**config.mk**
```make
export PLATFORM = sky130hd
export DESIGN_NAME = bus_unjam
export DESIGN_NICKNAME = d
export VERILOG_FILES = /design/src/rtl/bus_unjam.sv
export SDC_FILE = /design/constraint.sdc
export NUM_CORES = 1
export LEC_CHECK = 0
export ABC_AREA = 1
export ABC_CLOCK_PERIOD_IN_PS = 2500
export BUFFER_PORTS_ARGS = -buffer_cell sky130_fd_sc_hd__clkbuf_2
export CORE_ASPECT_RATIO = 0.9
export CORE_UTILIZATION = 30
export CTS_BUF_LIST = sky130_fd_sc_hd__clkbuf_2
export DETAILED_ROUTE_END_ITERATION = 16
export GPL_TIMING_DRIVEN = 1
export PLACE_DENSITY = 0.46
export SYNTH_ARGS = -nofsm -noshare
export SYNTH_HDL_FRONTEND = slang
export SYNTH_SLANG_ARGS = --single-unit
```
**constraint.sdc**
```tcl
create_clock -name clk -period 2.5 [get_ports clk]
set_input_delay 0.375 -clock clk [delete_from_list [all_inputs] [get_ports clk]]
set_output_delay 0.375 -clock clk [all_outputs]
set_load 0.01 [all_outputs]
```
**src/rtl/bus_unjam.sv**
```systemverilog
module bus_unjam #(
  parameter int CW         = 8,
  parameter int MAX_PULSES = 9
) (
  input  logic          clk,
  input  logic          rst_n,
  input  logic          kick_i,
  input  logic          start_req_i,
  input  logic [CW-1:0] lo_len_i,
  input  logic [CW-1:0] hi_len_i,
  input  logic          scl_in_i,
  input  logic          sda_in_i,
  output logic          scl_pd_o,
  output logic          sda_pd_o,
  output logic          own_o,
  output logic          done_o,
  output logic [1:0]    status_o
);
  localparam int PW = $clog2(MAX_PULSES + 1);
  localparam logic [1:0] ST_SKIP = 2'b01;
  localparam logic [1:0] ST_OK   = 2'b10;
  localparam logic [1:0] ST_FAIL = 2'b11;

  typedef enum logic [2:0] {IDLE, CLK_LO, CLK_HI, STP_LO, STP_HI} st_t;

  st_t          st;
  logic [CW-1:0] cnt;
  logic [PW-1:0] npulse;

  wire [CW:0] cnt_nx = {1'b0, cnt} + (CW+1)'(1);
  wire lo_end = cnt_nx >= {1'b0, lo_len_i};
  wire hi_end = cnt_nx >= {1'b0, hi_len_i};
  wire trig   = kick_i | (start_req_i & scl_in_i & ~sda_in_i);

  assign scl_pd_o = (st == CLK_LO) || (st == STP_LO);
  assign sda_pd_o = (st == STP_LO) || (st == STP_HI);
  assign own_o    = (st != IDLE);

  always_ff @(posedge clk) begin
    if (!rst_n) begin
      st       <= IDLE;
      cnt      <= '0;
      npulse   <= '0;
      done_o   <= 1'b0;
      status_o <= 2'b00;
    end else begin
      done_o <= 1'b0;
      case (st)
        IDLE: if (trig) begin
          if (sda_in_i) begin
            done_o   <= 1'b1;
            status_o <= ST_SKIP;
          end else begin
            st     <= CLK_LO;
            cnt    <= '0;
            npulse <= '0;
          end
        end
        CLK_LO: if (lo_end) begin
          cnt <= '0;
          if (npulse != '0 && sda_in_i)
            st <= STP_LO;
          else if (npulse == PW'(MAX_PULSES)) begin
            st       <= IDLE;
            done_o   <= 1'b1;
            status_o <= ST_FAIL;
          end else
            st <= CLK_HI;
        end else
          cnt <= cnt + CW'(1);
        CLK_HI: if (!scl_in_i)
          cnt <= '0;
        else if (hi_end) begin
          cnt    <= '0;
          npulse <= npulse + PW'(1);
          st     <= CLK_LO;
        end else
          cnt <= cnt + CW'(1);
        STP_LO: if (lo_end) begin
          cnt <= '0;
          st  <= STP_HI;
        end else
          cnt <= cnt + CW'(1);
        STP_HI: if (!scl_in_i)
          cnt <= '0;
        else if (hi_end) begin
          cnt      <= '0;
          st       <= IDLE;
          done_o   <= 1'b1;
          status_o <= ST_OK;
        end else
          cnt <= cnt + CW'(1);
        default: st <= IDLE;
      endcase
    end
  end
endmodule

```
==> impl_metrics.ini <==
[synth]
ys_seq_area_frac = 0.241
ys_ff_latch = 18
yosysTopAreaCellShare = 0.241
ys_warn_count = 0
yosysMostFrequentCell = nand2_1
synthTopCellsByCount = nand2_1, inv_1, ha_1, nand3_1, a21oi_1
yosys.area.top_type = dfxtp_1
syn_nets = 269
mappedNetlistArea_um2 = 1490
ys_top_cells_by_area = dfxtp_1, ha_1, nand2_1, inv_1, nand3_1
avgSynthCellArea_um2 = 6.58
ys_types = 27
synthCells = 227
synth_edf_count = 0
ys.flop_type = dfxtp_1
synth_async_sr_flop_share = 0

[global_routing]
grt_pass1_wl_mm = 5.84
grt.overflow.total = 0
grt_max_degree = 11
antenna_found_initial = 0
grt_usage = 0.139
grt_pass1_vias = 1234

[clock_network]
cts_tree = done
cts.sinks = 18
htree_num_levels = 1
cts_hold_buffers = 0
cts_max_path_buffers = 2
clk_pin_slew_ns = 0.18
numCtsBuffers = 3
clockRootBuffer = clkbuf_2
clock_latency_ns = 0.30

[floorplanning]
die_w_um = 76.4
dieArea_um2 = 5270
rows = 23
die_y_um = 68.9
initial_core_util = 0.324
coreArea_um2 = 4600
pin_count = 28

[placed_design]
hpwl_mm = 2.71
placed_area_um2 = 1710
routabilityCongestion = 0.747
port_buffers = 27

[critical_path]
startpoint_type = register
ff2ff_path_depth = 12
cp_data_arrival_time_ns = 2.58
required_ns = 2.74
crit_type = register to register
r2r_setup_slack_ns = 0.16
critical_path.max_fanout = 8
reg2reg_from = cnt[0]
end_kind = register
timing.rr.end = cnt[3]

[final_layout]
drive_gt1_frac = 0.291
syn2layout_area_growth_pct = 27.6
fillers = 510
postLayoutCellArea_um2 = 1910
antenna_cells = 0
fin_util = 0.414
nets = 304

[power_and_ir_drop]
power_leakage_nw = 1.01
p_total_mw = 1.09
peakVddDrop_mv = 0.243
power_density_nw_per_um2 = 572

[route]
wirelength_mm = 3.43
wl_met2_mm = 1.41
dr_wl_met3_um = 102
highest-signal-layer = met4
drtAntennaViolNets = 0
wl_met1_mm = 1.91
dr.pass1.iters = 4
post-route-drc-count = 0
num_vias = 1433
detail_route.vias_per_cell = 4.44
wl_per_cell_um = 10.6
drtIter0Drc = 84

[sta]
drv_slew = 0
max_slew.worst_pin.slew_ns = 0.366
setup_viol = 0
skew_ns = 0.00499
max_slew_margin = 0.755
fin_crit_sh = 0.935
final.min_clock_period_ns = 2.34
clock.fmax_mhz = 428
hold_violations = 0

[hold_path]
hold_path_class = input port to register
holdPathEnd = st[1]
holdPathStages = 3
min_from = rst_n

[status]
outcome = completed

[run]
maxCapViolCount = 0
-- worst max-delay path, stage by stage (launching register included) --
cell	delay, ns
dfxtp_2	0.39
ha_4	0.15
nand3_2	0.10
nand3b_1	0.22
xnor2_2	0.20
ha_1	0.27
a21oi_1	0.16
nand2_2	0.09
nand2_4	0.09
nand2_4	0.06
o22ai_4	0.31
nand2_1	0.11
a21oi_2	0.12
-- power breakdown --
group	internal, mW	switching [mW]	leakage (nW)
clock network	0.0348	0.0926	0.0140
registers	0.323	0.0376	0.147
logic	0.224	0.378	0.852
total	0.582	0.508	1.01
-- cells by family after synthesis --
family / synth area share
flip-flops: 0.241
AO/OA/AOI/OAI: 0.118
AND/OR/NAND/NOR: 0.312
buffers and inverters: 0.120
adder cells (fa/ha/maj): 0.168
XOR/XNOR: 0.0410
-- how the worst max path moves through the flow --
stage | from | to | slack [ns] | cells past startpoint
floorplan | cnt[0] | cnt[1] | 0.29 | 12
global placement | cnt[1] | cnt[5] | -0.08 | 14
detailed placement | cnt[1] | cnt[5] | -0.06 | 14
CTS | cnt[1] | cnt[5] | 0.04 | 14
global route | cnt[0] | st[0] | -0.008 | 18
finish | cnt[0] | cnt[3] | 0.16 | 12
-- final cells by class --
| class | instances | area [µm²] | area share |
|---|---|---|---|
| sequential | 18 | 365 | 0.192 |
| clock inverter | 1 | 3.75 | 0.00197 |
| clock buffer | 3 | 15.0 | 0.00787 |
| timing repair buffer | 31 | 169 | 0.0886 |
| multi-input combinational | 162 | 1100 | 0.577 |
| inverter | 46 | 175 | 0.0919 |
| tap | 62 | 77.6 | 0.0407 |
-- stage by stage --
stage	cells	hold slack, ns	setup WS (ns)	TNS [ns]
global placement	316	0.453	-0.0788	-0.377
floorplan	227	0.453	0.286	0
finish	323	0.399	0.161	0
global route	323	0.376	-0.00757	-0.0129
detailed placement	316	0.462	-0.0593	-0.302
CTS	320	0.383	0.0363	0
-- placed cells by master (no fill, tap or decap), drive strengths merged, types with 2 or more instances in the layout --
| cell | count |
|---|---|
| o21ai | 5 |
| buf | 4 |
| inv | 45 |
| a21oi | 19 |
| o21bai | 2 |
| nand3 | 20 |
| clkinv | 2 |
| clkbuf | 30 |
| nand4 | 2 |
| ha | 20 |
| nor2 | 21 |
| xor2 | 5 |
| xnor2 | 2 |
| dfxtp | 18 |
| nand2 | 60 |
-- registers in the layout, summed over array words and instances, names as in the netlist --
register / flops
cnt: 8
done_o: 1
npulse: 4
st: 3
status_o: 2
-- routing by layer --
| metal | GRT usage | vias up |
|---|---|---|
| met5 | 0 | - |
| met2 | 0.217 | 23 |
| li1 | - | 784 |
| met3 | 0.0329 | 2 |
| met4 | 0.0144 | 0 |
| met1 | 0.198 | 624 |
-- timing repair --
action | 4_1_cts | 5_1_grt
pin swaps | 0 | 9
buffers inserted | 0 | 3
setup endpoints to repair | 7 | 18
gates cloned | 0 | 0
gates resized for setup | 2 | 33
No activity file was read; power rests on OpenSTA's default activity.
